--- config.mk ---
export PLATFORM = sky130hd
export DESIGN_NAME = hsp_port
export DESIGN_NICKNAME = d
export VERILOG_FILES = /design/src/rtl/hsp_pkg.sv /design/src/rtl/hsp_sync.sv /design/src/rtl/hsp_clkgen.sv /design/src/rtl/hsp_shreg.sv /design/src/rtl/hsp_port.sv
export SDC_FILE = /design/constraint.sdc
export NUM_CORES = 1
export LEC_CHECK = 0
export ABC_AREA = 0
export BUFFER_PORTS_ARGS = -buffer_cell sky130_fd_sc_hd__buf_2
export CORE_UTILIZATION = 56
export CTS_BUF_LIST = sky130_fd_sc_hd__clkbuf_4 sky130_fd_sc_hd__clkbuf_8 sky130_fd_sc_hd__clkbuf_16
export DETAILED_ROUTE_END_ITERATION = 7
export GPL_TIMING_DRIVEN = 0
export HOLD_SLACK_MARGIN = 0.06
export PLACE_DENSITY = 0.77
export SYNTH_ARGS = -nofsm -noshare
export SYNTH_HDL_FRONTEND = slang
export SYNTH_SLANG_ARGS = --single-unit
--- constraint.sdc ---
create_clock -name clk -period 2.5 [get_ports clk]
set_input_delay 0.75 -clock clk [delete_from_list [all_inputs] [get_ports clk]]
set_output_delay 0.75 -clock clk [all_outputs]
set_load 0.1 [all_outputs]
--- src/rtl/hsp_pkg.sv ---
package hsp_pkg;
    typedef enum logic [2:0] {
        ST_IDLE,
        ST_SREADY,
        ST_SXFER,
        ST_SDONE,
        ST_MWAIT,
        ST_MXFER,
        ST_MDONE
    } hsp_state_e;
endpackage

--- src/rtl/hsp_sync.sv ---
module hsp_sync #(
    parameter int W = 1,
    parameter int STAGES = 2,
    parameter logic [W-1:0] RST_VAL = '0
) (
    input  logic         clk,
    input  logic         rst_n,
    input  logic [W-1:0] d,
    output logic [W-1:0] q
);
    logic [W-1:0] stg [STAGES];

    always_ff @(posedge clk or negedge rst_n) begin
        if (!rst_n) begin
            for (int i = 0; i < STAGES; i++) stg[i] <= RST_VAL;
        end else begin
            stg[0] <= d;
            for (int i = 1; i < STAGES; i++) stg[i] <= stg[i-1];
        end
    end

    assign q = stg[STAGES-1];
endmodule

--- src/rtl/hsp_clkgen.sv ---
module hsp_clkgen #(
    parameter int DIV_W = 8
) (
    input  logic             clk,
    input  logic             rst_n,
    input  logic             run,
    input  logic [DIV_W-1:0] div,
    output logic             sck,
    output logic             rise_tk,
    output logic             fall_tk
);
    logic [DIV_W-1:0] cnt;
    logic             tick;

    assign tick    = run && (cnt == div);
    assign rise_tk = tick && !sck;
    assign fall_tk = tick && sck;

    always_ff @(posedge clk or negedge rst_n) begin
        if (!rst_n) begin
            cnt <= '0;
            sck <= 1'b0;
        end else if (!run) begin
            cnt <= '0;
            sck <= 1'b0;
        end else if (tick) begin
            cnt <= '0;
            sck <= ~sck;
        end else begin
            cnt <= cnt + 1'b1;
        end
    end

    AST_HALF_PERIOD: assert property (@(posedge clk) disable iff (!rst_n)
        (run && $past(run) && (sck != $past(sck))) |-> ($past(cnt) == $past(div)));
endmodule

--- src/rtl/hsp_shreg.sv ---
module hsp_shreg #(
    parameter int W = 8
) (
    input  logic         clk,
    input  logic         rst_n,
    input  logic         load,
    input  logic [W-1:0] load_val,
    input  logic         tx_shift,
    input  logic         rx_shift,
    input  logic         rx_bit,
    output logic         tx_msb,
    output logic [W-1:0] rx_word
);
    logic [W-1:0] tx_q;

    always_ff @(posedge clk or negedge rst_n) begin
        if (!rst_n) begin
            tx_q    <= '0;
            rx_word <= '0;
        end else begin
            if (load)          tx_q <= load_val;
            else if (tx_shift) tx_q <= {tx_q[W-2:0], 1'b0};
            if (rx_shift)      rx_word <= {rx_word[W-2:0], rx_bit};
        end
    end

    assign tx_msb = tx_q[W-1];
endmodule

--- src/rtl/hsp_port.sv ---
module hsp_port
    import hsp_pkg::*;
#(
    parameter int WORD_W      = 8,
    parameter int DIV_W       = 8,
    parameter int SYNC_STAGES = 2
) (
    input  logic              clk,
    input  logic              rst_n,
    input  logic              mode_master,
    input  logic              hreq_en,
    input  logic [DIV_W-1:0]  clk_div,
    input  logic              sck_i,
    input  logic              ss_n_i,
    input  logic              mosi_i,
    input  logic              miso_i,
    input  logic              hreq_i,
    output logic              sck_o,
    output logic              sck_oe,
    output logic              mosi_o,
    output logic              mosi_oe,
    output logic              miso_o,
    output logic              miso_oe,
    output logic              hreq_o,
    output logic              hreq_oe,
    input  logic [WORD_W-1:0] tx_data,
    input  logic              tx_load,
    output logic              tx_full,
    output logic [WORD_W-1:0] rx_data,
    output logic              rx_valid,
    input  logic              rx_read,
    input  logic [1:0]        clr_flags,
    output logic              bus_err,
    output logic              overrun
);
    localparam int BCNT_W = $clog2(WORD_W + 1);
    localparam logic [BCNT_W-1:0] LAST_BIT = BCNT_W'(WORD_W - 1);
    localparam logic [BCNT_W-1:0] ALL_BITS = BCNT_W'(WORD_W);

    hsp_state_e        state, nxt;
    logic [3:0]        sync_q;
    logic              sck_s, ss_s, mosi_s, hreq_s, sck_d;
    logic              sl_rise, sl_fall;
    logic              rise_tk, fall_tk, gen_sck, run;
    logic [BCNT_W-1:0] bitcnt;
    logic [WORD_W-1:0] tx_buf, rx_word;
    logic              armed, start, word_start, done;
    logic              sh_load, tx_shift, rx_shift, rx_bit, tx_msb;

    hsp_sync #(.W(4), .STAGES(SYNC_STAGES), .RST_VAL(4'b0101)) u_sync (
        .clk   (clk),
        .rst_n (rst_n),
        .d     ({sck_i, ss_n_i, mosi_i, hreq_i}),
        .q     (sync_q)
    );
    assign {sck_s, ss_s, mosi_s, hreq_s} = sync_q;

    assign sl_rise = sck_s && !sck_d && !ss_s;
    assign sl_fall = !sck_s && sck_d && !ss_s;

    assign run = (state == ST_MXFER);
    hsp_clkgen #(.DIV_W(DIV_W)) u_clkgen (
        .clk     (clk),
        .rst_n   (rst_n),
        .run     (run),
        .div     (clk_div),
        .sck     (gen_sck),
        .rise_tk (rise_tk),
        .fall_tk (fall_tk)
    );

    assign start      = tx_full && (!hreq_en || (!hreq_s && armed));
    assign word_start = ((state == ST_SREADY) && (nxt == ST_SXFER)) ||
                        ((state == ST_MWAIT) && (nxt == ST_MXFER));
    assign done       = (state == ST_SDONE) || (state == ST_MDONE);

    assign sh_load  = (state == ST_SREADY) || (state == ST_MWAIT);
    assign tx_shift = ((state == ST_SXFER) && sl_fall) ||
                      ((state == ST_MXFER) && fall_tk && (bitcnt != ALL_BITS));
    assign rx_shift = ((state == ST_SREADY || state == ST_SXFER) && sl_rise && !mode_master) ||
                      ((state == ST_MXFER) && rise_tk);
    assign rx_bit   = (state == ST_MXFER) ? miso_i : mosi_s;

    hsp_shreg #(.W(WORD_W)) u_shreg (
        .clk      (clk),
        .rst_n    (rst_n),
        .load     (sh_load),
        .load_val (tx_buf),
        .tx_shift (tx_shift),
        .rx_shift (rx_shift),
        .rx_bit   (rx_bit),
        .tx_msb   (tx_msb),
        .rx_word  (rx_word)
    );

    // State register
    always_ff @(posedge clk or negedge rst_n) begin
        if (!rst_n) state <= ST_IDLE;
        else        state <= nxt;
    end

    // Transitions
    always_comb begin
        nxt = state;
        unique case (state)
            ST_IDLE:   nxt = mode_master ? ST_MWAIT : ST_SREADY;
            ST_SREADY: begin
                if (mode_master)  nxt = ST_MWAIT;
                else if (sl_rise) nxt = ST_SXFER;
            end
            ST_SXFER: begin
                if (mode_master)                        nxt = ST_MWAIT;
                else if (ss_s)                          nxt = ST_SREADY;
                else if (sl_rise && bitcnt == LAST_BIT) nxt = ST_SDONE;
            end
            ST_SDONE:  nxt = mode_master ? ST_MWAIT : ST_SREADY;
            ST_MWAIT: begin
                if (!mode_master) nxt = ST_SREADY;
                else if (start)   nxt = ST_MXFER;
            end
            ST_MXFER: begin
                if (!mode_master)                        nxt = ST_SREADY;
                else if (fall_tk && bitcnt == ALL_BITS)  nxt = ST_MDONE;
            end
            ST_MDONE:  nxt = mode_master ? ST_MWAIT : ST_SREADY;
            default:   nxt = ST_IDLE;
        endcase
    end

    // Datapath and flags
    always_ff @(posedge clk or negedge rst_n) begin
        if (!rst_n) begin
            sck_d    <= 1'b0;
            bitcnt   <= '0;
            tx_buf   <= '0;
            tx_full  <= 1'b0;
            rx_data  <= '0;
            rx_valid <= 1'b0;
            overrun  <= 1'b0;
            bus_err  <= 1'b0;
            armed    <= 1'b1;
        end else begin
            sck_d <= sck_s;

            if (tx_load) begin
                tx_buf  <= tx_data;
                tx_full <= 1'b1;
            end else if (word_start) begin
                tx_full <= 1'b0;
            end

            if (rx_shift)
                bitcnt <= bitcnt + 1'b1;
            else if (nxt != ST_SXFER && nxt != ST_MXFER)
                bitcnt <= '0;

            if (done) begin
                rx_data  <= rx_word;
                rx_valid <= 1'b1;
            end else if (rx_read) begin
                rx_valid <= 1'b0;
            end

            if (done && rx_valid && !rx_read) overrun <= 1'b1;
            else if (clr_flags[1])            overrun <= 1'b0;

            if (mode_master && !ss_s) bus_err <= 1'b1;
            else if (clr_flags[0])    bus_err <= 1'b0;

            if ((state == ST_MWAIT) && (nxt == ST_MXFER)) armed <= 1'b0;
            else if (hreq_s)                              armed <= 1'b1;
        end
    end

    // Pin outputs
    always_comb begin
        sck_o   = gen_sck;
        sck_oe  = mode_master;
        mosi_o  = tx_msb;
        mosi_oe = mode_master;
        miso_o  = tx_msb;
        miso_oe = !mode_master && !ss_s &&
                  (state == ST_SREADY || state == ST_SXFER || state == ST_SDONE);
        hreq_o  = (state != ST_SREADY);
        hreq_oe = hreq_en && !mode_master && (state != ST_IDLE);
    end

    AST_BUSERR_STICKY: assert property (@(posedge clk) disable iff (!rst_n)
        (bus_err && !clr_flags[0]) |=> bus_err);
    AST_OVERRUN_STICKY: assert property (@(posedge clk) disable iff (!rst_n)
        (overrun && !clr_flags[1]) |=> overrun);
    AST_HREQ_RELEASE: assert property (@(posedge clk) disable iff (!rst_n)
        ((state == ST_SREADY) && !mode_master && sl_rise) |=> hreq_o);
    AST_RX_VALID_SRC: assert property (@(posedge clk) disable iff (!rst_n)
        $rose(rx_valid) |-> ($past(state) == ST_SDONE || $past(state) == ST_MDONE));
    AST_START_ON_REQ: assert property (@(posedge clk) disable iff (!rst_n)
        ((state == ST_MXFER) && ($past(state) == ST_MWAIT) && $past(hreq_en)) |-> !$past(hreq_s));
    AST_SCK_IDLE_LOW: assert property (@(posedge clk) disable iff (!rst_n)
        ((state != ST_MXFER) && ($past(state) != ST_MXFER)) |-> !sck_o);
    AST_BITCNT_RANGE: assert property (@(posedge clk) disable iff (!rst_n)
        (bitcnt <= ALL_BITS));
endmodule

==> results.py, run 1 <==
metrics = {
    "critical_path": {
        "cp_max_fo": 9,
        "critPathBufInv": 3,
        "cp_num_cells": 4,
        "rr_worst_depth": 5,
        "endpoint": "miso_oe",
        "cp-end-kind": "primary output",
        "r2r_slack_ns": 0.42,
        "cp_slowest_cell": "buf_4",
        "crit_start": "mode_master",
        "cpPeakStageDelay_ns": 0.28,
        "start_kind": "input pin",
        "cp.arrival_ns": 1.63,
        "regToRegStartpoint": "u_clkgen.cnt[0]$_DFF_PN0_",
        "path_cells": "clkbuf_2 > inv_1 > o211a_2 > buf_4",
        "crit_family": "buffers and inverters",
        "regToRegEndpoint": "u_shreg.rx_word[0]$_DFFE_PN0P_",
        "worstPathRequired_ns": 1.75,
        "crit_type": "in -> out",
    },
    "clock_network": {
        "cts_setup_buffers": 0,
        "cts_tree": "built",
        "htree_levels": 3,
        "clk_latency_ns": 0.34,
        "path_clk_slew_ns": 0.06,
        "cts-root-buf": "clkbuf_8",
        "cts_sinks": 62,
        "clockBufferDepth": 2,
        "cts_buffers": 9,
    },
    "power": {
        "power_leakage_nw": 1.70,
        "powerDensity_nw_per_um2": 776,
        "max-vdd-ir-drop_v": 0.000461,
    },
    "timing": {
        "fin_crit_ns": 2.38,
        "slew_headroom": 0.485,
        "slew_violations": 0,
        "report.final.setup_viol": 0,
        "post-route-period-util": 0.954,
        "clock_skew_ns": 0.00680,
        "rsz0062_at_grt": "false",
        "hold_ws_ns": 0.352,
        "clock.fmax_mhz": 419,
        "worstMarginPinSlew_ns": 0.772,
        "hold_violations": 0,
    },
    "yosys": {
        "synth_nets": 286,
        "netlist_top_cells_area": "dfrtp_1, mux2_2, dfstp_2, xor2_1, nand3_1",
        "yosysMostFrequentCell": "dfrtp_1",
        "synth_enable_flop_cells": 0,
        "avgSynthCellArea_um2": 11.7,
        "synth_top_area_frac": 0.478,
        "ys_warn_count": 0,
        "postSynthCellCount": 254,
        "synth_flop_cell": "dfrtp_1",
        "ys_seq_area_frac": 0.522,
        "ys_ff_latch": 62,
        "yosysTopAreaCell": "dfrtp_1",
        "synth_area_um2": 2980,
        "yosysUniqueCellTypes": 57,
        "ys_top_cells_by_count": "dfrtp_1, mux2_2, nand3_1, xor2_1, nand2_1",
        "synthArstFlopShare": 1.00,
    },
    "drt": {
        "drc": 0,
        "avgViaCountPerCell": 5.57,
        "vias": 2151,
        "drtIter0Drc": 125,
        "wl_per_cell_um": 14.8,
        "antenna_left": 0,
        "drt_pass1_iterations": 4,
        "finalWirelength_mm": 5.72,
    },
    "cells_and_area": {
        "nFillCells": 407,
        "layout.cells.non_filler": 386,
        "nets": 343,
        "diodes": 0,
        "areaGrowthSynthToFinish_pct": 18.2,
        "drive_gt1_frac": 0.361,
    },
    "place": {
        "io_buffers": 46,
        "place_hpwl_mm": 3.84,
        "dp.cells": 370,
        "gp_congestion": 0.810,
    },
    "run": {
        "cap_viol_max_count": 0,
    },
    "floorplan": {
        "chipHeight_um": 75.0,
        "start_util": 0.584,
        "row_count": 26,
        "fp.dieW_um": 75.0,
        "coreArea_um2": 5110,
        "pin_count": 49,
        "die_area_um2": 5620,
    },
    "grt": {
        "first_global_vias": 1973,
        "grt_use_total": 0.224,
        "antenna_found_initial": 0,
        "grt_max_degree": 63,
        "grt-ovfl-total": 0,
        "grt_pass1_wl_mm": 9.13,
    },
    "run_status": {
        "status": "finished clean",
    },
    "min_path": {
        "hp-class": "reg -> reg",
    },
}
-- logic make-up after synthesis --
group,after synthesis,synth area share
buffers and inverters,23,0.0411
adders and majority gates,3,0.0126
AOI/OAI and AO/OA,38,0.0977
xor gates and xnor gates,16,0.0470
DFF,62,0.522
and+or+nand+nor,80,0.162
muxes,32,0.118
-- placed cells by master (no fill, tap or decap), types with 10 or more instances in the layout --
cell      Yosys  routed
dfrtp_1      57      57
buf_2         3      46
nand2_1      13      13
mux2_2       25      25
nor2_1       12      12
nand3_1      15      15
xor2_1       14      14
inv_1        10      10
clkbuf_8      0      10
-- layer usage --
| metal | share of wire | up-vias | track usage |
|---|---|---|---|
| li1 | - | 1029 | - |
| met1 | 0.45 | 1043 | 0.282 |
| met2 | 0.48 | 65 | 0.355 |
| met3 | 0.052 | 14 | 0.0884 |
| met4 | 0.018 | 0 | 0.0755 |
| met5 | 0 | - | 0 |
-- power by group --
part	leakage (nW)	total, W	switching, W	internal, W
Clock	0.108	0.000891	0.000369	0.000521
Sequential	0.786	0.00121	0.0000909	0.00112
Combinational	0.810	0.000634	0.000422	0.000212
Total	1.70	0.00273	0.000882	0.00185
-- through the flow --
step / TNS [ns] / util / power [W] / worst slack (ns) / cell area [µm²]
floorplan: -0.0246 / - / 0.00171 / -0.0246 / 2990
global placement: -0.0837 / 0.648 / 0.00184 / -0.0837 / 3310
detailed placement: -0.0914 / 0.648 / 0.00186 / -0.0914 / 3310
CTS: 0 / 0.689 / 0.00277 / 0.0792 / 3520
global route: 0 / 0.690 / 0.00287 / 0.0392 / 3520
finish: 0 / 0.690 / 0.00274 / 0.116 / 3520
-- area by class of cell --
cell class / instances / area [µm²] / area share
Multi-Input combinational cell: 169 / 1310 / 0.373
Inverter: 10 / 37.5 / 0.0106
Clock buffer: 13 / 160 / 0.0454
Tap cell: 70 / 87.6 / 0.0248
Buffer: 13 / 86.3 / 0.0245
Clock inverter: 3 / 43.8 / 0.0124
Timing Repair Buffer: 46 / 238 / 0.0674
Sequential cell: 62 / 1560 / 0.442
-- repair_timing --
action / in CTS / in global routing
hold endpoints to repair: 0 / 0
gates resized for setup: 2 / 1
setup endpoints to repair: 1 / 1
hold buffers: 0 / 0
-- worst min-delay path by stage --
stage | from | cells past startpoint | end | slack (ns)
6_report | u_sync.stg[5]$_DFF_PN0_ | 0 | u_sync.q[1]$_DFF_PN0_ | 0.35
5_1_grt | u_sync.stg[5]$_DFF_PN0_ | 0 | u_sync.q[1]$_DFF_PN0_ | 0.36
4_1_cts | u_sync.stg[4]$_DFF_PN1_ | 0 | u_sync.q[0]$_DFF_PN1_ | 0.36
3_5_place_dp | u_sync.stg[5]$_DFF_PN0_ | 0 | u_sync.q[1]$_DFF_PN0_ | 0.34
3_3_place_gp | u_sync.stg[5]$_DFF_PN0_ | 0 | u_sync.q[1]$_DFF_PN0_ | 0.33
2_1_floorplan | u_sync.stg[5]$_DFF_PN0_ | 0 | u_sync.q[1]$_DFF_PN0_ | 0.33
-- sequential cells by signal, indices dropped and copies added (netlist names) --
register,count
armed,1
bitcnt,4
bus_err,1
overrun,1
rx_data,8
rx_valid,1
sck_d,1
state,3
tx_buf,8
tx_full,1
u_clkgen.cnt,8
u_clkgen.sck,1
u_shreg.rx_word,8
u_shreg.tx_q,8
u_sync.q,4
u_sync.stg,4
No activity file was read; power rests on OpenSTA's default activity.
==> run 2: changes to the inputs <==
CORE_ASPECT_RATIO = 1.1   (was not set)
==> run 2 against run 1 <==
  * Cell count fell by 3.1%
  * Total power rose by 2.3%
  * Clock skew rose by 0.0013 ns
  * Sequential share of layout area barely moved
  * Critical path depth did not move
  * Clock power rose by 6.4%
  * Routed wire length rose by 0.89%
  * Register-to-register slack improved by 0.03 ns
  * Flip-flop and latch count did not move
  * Utilization rose by 0.50 points
  * Maximum frequency fell by 0.12%
  * Non-clock buffer count did not move
==> results.py, run 2 (same netlist as run 1, synthesis figures left out) <==
metrics = {
    "run_status": {
        "status": "finished clean",
    },
    "floorplan": {
        "chipHeight_um": 78.5,
        "fp.dieW_um": 71.6,
        "die_area_um2": 5620,
        "coreArea_um2": 5070,
        "row_count": 27,
        "start_util": 0.589,
        "pin_count": 49,
    },
    "power": {
        "power_leakage_nw": 1.70,
        "max-vdd-ir-drop_v": 0.000490,
        "power_w": 0.00280,
        "powerDensity_nw_per_um2": 794,
    },
    "drt": {
        "drc": 0,
        "drtIter0Drc": 175,
        "finalWirelength_mm": 5.77,
        "drt_pass1_iterations": 4,
        "vias": 2160,
        "antenna_left": 0,
        "avgViaCountPerCell": 5.78,
        "wl_per_cell_um": 15.4,
    },
    "clock_network": {
        "cts_sinks": 62,
        "clk_latency_ns": 0.35,
        "cts_tree": "built",
        "htree_levels": 3,
        "cts_buffers": 9,
        "hold_buffers": 0,
        "cts_setup_buffers": 0,
        "clockBufferDepth": 2,
        "path_clk_slew_ns": 0.07,
        "cts-root-buf": "clkbuf_8",
        "cts_resized": 1,
    },
    "timing": {
        "post-route-period-util": 0.955,
        "slew_headroom": 0.494,
        "fin_crit_ns": 2.39,
        "worstMarginPinSlew_ns": 0.758,
        "hold_violations": 0,
        "hold_ws_ns": 0.356,
        "report.final.setup_viol": 0,
        "clock.fmax_mhz": 419,
        "rsz0062_at_grt": "false",
        "clock_skew_ns": 0.00811,
        "slew_violations": 0,
    },
    "cells_and_area": {
        "areaGrowthSynthToFinish_pct": 18.1,
        "mostFrequentLayoutCells": "dfrtp_1, buf_2, mux2_2",
        "nets": 343,
        "drive_gt1_frac": 0.361,
        "final_common_cell": "dfrtp_1",
        "diodes": 0,
    },
    "critical_path": {
        "path_cells": "buf_4 > nor2_1 > o211a_2 > buf_4",
        "cpMostUsedCell": "buf_4",
        "crit_start": "state[2]$_DFF_PN0_",
        "start_kind": "register",
        "regToRegStartpoint": "state[0]$_DFF_PN0_",
        "cpPeakStageDelay_ns": 0.39,
        "cp_slowest_cell": "dfrtp_1",
        "cp.arrival_ns": 1.64,
        "cp-end-kind": "primary output",
        "worstPathRequired_ns": 1.75,
        "cp_max_fo": 10,
        "crit_type": "reg -> out",
    },
    "grt": {
        "grt-ovfl-total": 0,
        "antenna_found_initial": 0,
        "first_global_vias": 2037,
        "grt_use_total": 0.227,
        "grt_max_degree": 63,
        "grt_pass1_wl_mm": 9.63,
    },
    "place": {
        "gp_congestion": 0.852,
        "place_hpwl_mm": 3.99,
        "io_buffers": 46,
    },
    "run": {
        "cap_viol_max_count": 0,
    },
    "min_path": {
        "hold_start": "u_sync.stg[7]$_DFF_PN0_",
        "hp-class": "reg -> reg",
    },
}
run 2: metal layers:
| metal | wire, µm | track usage | vias up |
|---|---|---|---|
| met2 | 2820 | 0.360 | 59 |
| met3 | 238 | 0.0526 | 13 |
| met5 | 0 | 0 | - |
| li1 | - | - | 1033 |
| met1 | 2590 | 0.297 | 1055 |
| met4 | 124 | 0.102 | 0 |
run 2: final timing paths:
path / endpoint / slack (ns) / depth (start not counted)
max in group asynchronous: u_clkgen.cnt[5]$_DFF_PN0_ / 1.52 / 1
hold reg to reg: u_sync.q[3]$_DFF_PN0_ / 0.36 / 0
setup reg to reg: u_shreg.tx_q[4]$_DFFE_PN0P_ / 0.45 / 6
setup / recovery: miso_oe / 0.11 / 4
hold / removal: u_sync.q[3]$_DFF_PN0_ / 0.36 / 0
min in group asynchronous: state[2]$_DFF_PN0_ / 0.45 / 1
run 2: final cells by class:
cell class | count | area, µm²
plain buffers | 13 | 86.3
clock buffers | 12 | 165
clock inverters | 4 | 53.8
fillers | 393 | 1550
inverters | 10 | 37.5
multi-input cells | 169 | 1310
flip-flops and latches | 62 | 1560
well taps | 58 | 72.6
repair buffers | 46 | 235
run 2: power by group:
part / internal (W) / switching [W] / leakage (nW) / total, W
registers: 0.00112 / 0.0000915 / 0.786 / 0.00121
logic: 0.000212 / 0.000428 / 0.811 / 0.000640
clock network: 0.000543 / 0.000405 / 0.105 / 0.000948
total: 0.00187 / 0.000924 / 1.70 / 0.00280
run 2: critical path: cells and delay by family (launching register included):
family,cells,cell delay [ns]
AOI/OAI and AO/OA,1,0.22
buffers and inverters,2,0.45
DFF,1,0.39
and+or+nand+nor,1,0.22
run 2: stage by stage:
stage	setup WS [ns]	cells	instance area [µm²]	setup TNS (ns)	util
floorplan	-0.0246	254	2990	-0.0246	-
global placement	-0.0665	358	3300	-0.0665	0.651
detailed placement	-0.0475	358	3300	-0.0475	0.651
CTS	0.00827	374	3520	0	0.694
global route	0.00123	374	3520	0	0.695
finish	0.113	374	3520	0	0.695
==> run 3: changes to the inputs <==
BUFFER_PORTS_ARGS = -buffer_cell sky130_fd_sc_hd__buf_4   (was -buffer_cell sky130_fd_sc_hd__buf_2)
CELL_PAD_IN_SITES_DETAIL_PLACEMENT = 1   (was not set)
CELL_PAD_IN_SITES_GLOBAL_PLACEMENT = 1   (was not set)
CORE_UTILIZATION = 44   (was 56)
PLACE_DENSITY = 0.76   (was 0.77)
==> run 3 against run 2 <==
  * Routed wire length grew 16%
  * Clock power is 7% higher
  * Sequential share of layout area down 1.8 points
  * Hold slack gained 0.00088 ns
==> results.py, run 3 (same netlist as run 1, synthesis figures left out) <==
metrics = {
    "run_status": {
        "status": "finished clean",
    },
    "power": {
        "max-vdd-ir-drop_v": 0.000595,
        "power_leakage_nw": 1.74,
        "powerDensity_nw_per_um2": 789,
        "power_w": 0.00290,
    },
    "timing": {
        "clock.fmax_mhz": 418,
        "slew_headroom": 0.482,
        "slew_violations": 0,
        "hold_violations": 0,
        "rsz0062_at_grt": "false",
        "post-route-period-util": 0.957,
        "worstMarginPinSlew_ns": 0.777,
        "setup_ws_ns": 0.107,
        "hold_ws_ns": 0.357,
        "report.final.setup_viol": 0,
        "fin_crit_ns": 2.39,
        "clock_skew_ns": 0.00703,
    },
    "critical_path": {
        "rr_worst_depth": 6,
        "crit_start": "mode_master",
        "cp-end-kind": "primary output",
        "regToRegStartpoint": "state[0]$_DFF_PN0_",
        "path_cells": "clkbuf_2 > inv_1 > o211a_2 > buf_4",
        "crit_type": "in -> out",
        "cp.arrival_ns": 1.64,
        "cp_max_fo": 9,
        "worstPathRequired_ns": 1.75,
        "start_kind": "input pin",
        "cp_slowest_cell": "buf_4",
        "cpPeakStageDelay_ns": 0.28,
    },
    "clock_network": {
        "clockBufferDepth": 2,
        "cts_setup_buffers": 0,
        "cts_sinks": 62,
        "cts_tree": "built",
        "hold_buffers": 0,
        "cts-root-buf": "clkbuf_8",
        "path_clk_slew_ns": 0.06,
        "clk_latency_ns": 0.34,
        "cts_resized": 1,
        "htree_levels": 3,
        "cts_buffers": 9,
    },
    "grt": {
        "antenna_found_initial": 0,
        "first_global_vias": 2278,
        "grt_pass1_wl_mm": 11.3,
        "grt_max_degree": 63,
        "grt-ovfl-total": 0,
        "grt_use_total": 0.212,
    },
    "cells_and_area": {
        "drive_gt1_frac": 0.362,
        "nets": 343,
        "layout.cells.non_filler": 397,
        "finish.utilization": 0.560,
        "areaGrowthSynthToFinish_pct": 23.1,
        "mostFrequentLayoutCells": "dfrtp_1, buf_4, mux2_2",
        "diodes": 0,
        "final_common_cell": "dfrtp_1",
    },
    "drt": {
        "drtIter0Drc": 100,
        "antenna_left": 0,
        "drc": 0,
        "wl_per_cell_um": 16.9,
        "avgViaCountPerCell": 5.47,
        "finalWirelength_mm": 6.71,
        "vias": 2173,
        "drt_pass1_iterations": 4,
    },
    "floorplan": {
        "coreArea_um2": 6560,
        "fp.dieW_um": 80.5,
        "chipHeight_um": 88.4,
        "die_area_um2": 7110,
        "start_util": 0.455,
        "row_count": 31,
        "pin_count": 49,
    },
    "place": {
        "place_ws_ns": -0.0574,
        "dp.cells": 382,
        "gp_congestion": 0.771,
        "io_buffers": 46,
        "place_hpwl_mm": 4.63,
    },
    "min_path": {
        "hold_start": "u_sync.stg[6]$_DFF_PN1_",
        "whs_path_depth": 0,
        "hp-class": "reg -> reg",
    },
    "run": {
        "cap_viol_max_count": 0,
    },
}
==> run 3: cell types whose count changed in the layout (fill, tap and decap cells not counted) <==
| cell | delta |
|---|---|
| buf_2 | -44 |
| buf_4 | +44 |
| bufinv_16 | +1 |
| clkbuf_4 | +1 |
| clkbuf_8 | -1 |
| clkinv_4 | -1 |
| clkinvlp_4 | -1 |
| nor2_1 | -1 |
| nor2_2 | +1 |
==> run 3: layout make-up <==
| type | instances | area (µm²) |
|---|---|---|
| Sequential cell | 62 | 1560 |
| Timing Repair Buffer | 46 | 345 |
| Clock inverter | 3 | 67.6 |
| Inverter | 10 | 37.5 |
| Buffer | 13 | 86.3 |
| Tap cell | 82 | 103 |
| Fill cell | 698 | 2880 |
| Multi-Input combinational cell | 169 | 1320 |
| Clock buffer | 12 | 159 |
==> run 3: per-layer routing <==
layer,GRT usage,share of wire,up-vias,routed length (µm)
li1,-,-,1026,-
met1,0.272,0.45,1093,3040
met2,0.351,0.50,41,3360
met3,0.0402,0.030,13,200
met4,0.0893,0.016,0,108
met5,0,0,-,0
==> run 3: path summary, 6_finish.rpt <==
path | slack (ns) | end
min in group asynchronous | 0.49 | u_clkgen.sck$_DFFE_PN0P_
max in group asynchronous | 1.50 | u_clkgen.cnt[1]$_DFF_PN0_
max reg2reg | 0.41 | u_shreg.tx_q[4]$_DFFE_PN0P_
max | 0.11 | miso_oe
min | 0.36 | u_sync.q[2]$_DFF_PN1_
min reg2reg | 0.36 | u_sync.q[2]$_DFF_PN1_
==> run 3: critical path, delay by kind of cell <==
family | cells | cell delay, ns
AOI/OAI and AO/OA | 1 | 0.21
buffers and inverters | 3 | 0.67
==> run 3: per-stage QoR <==
step / area, µm² / setup TNS, ns
6_report: 3670 / 0
5_1_grt: 3670 / 0
4_1_cts: 3670 / 0
3_5_place_dp: 3440 / -0.0574
3_3_place_gp: 3440 / -0.0596
2_1_floorplan: 2990 / -0.0246
==> run 3: power by group <==
group	switching [W]	internal, W
combinational	0.000436	0.000240
clock	0.000387	0.000622
sequential	0.0000948	0.00112
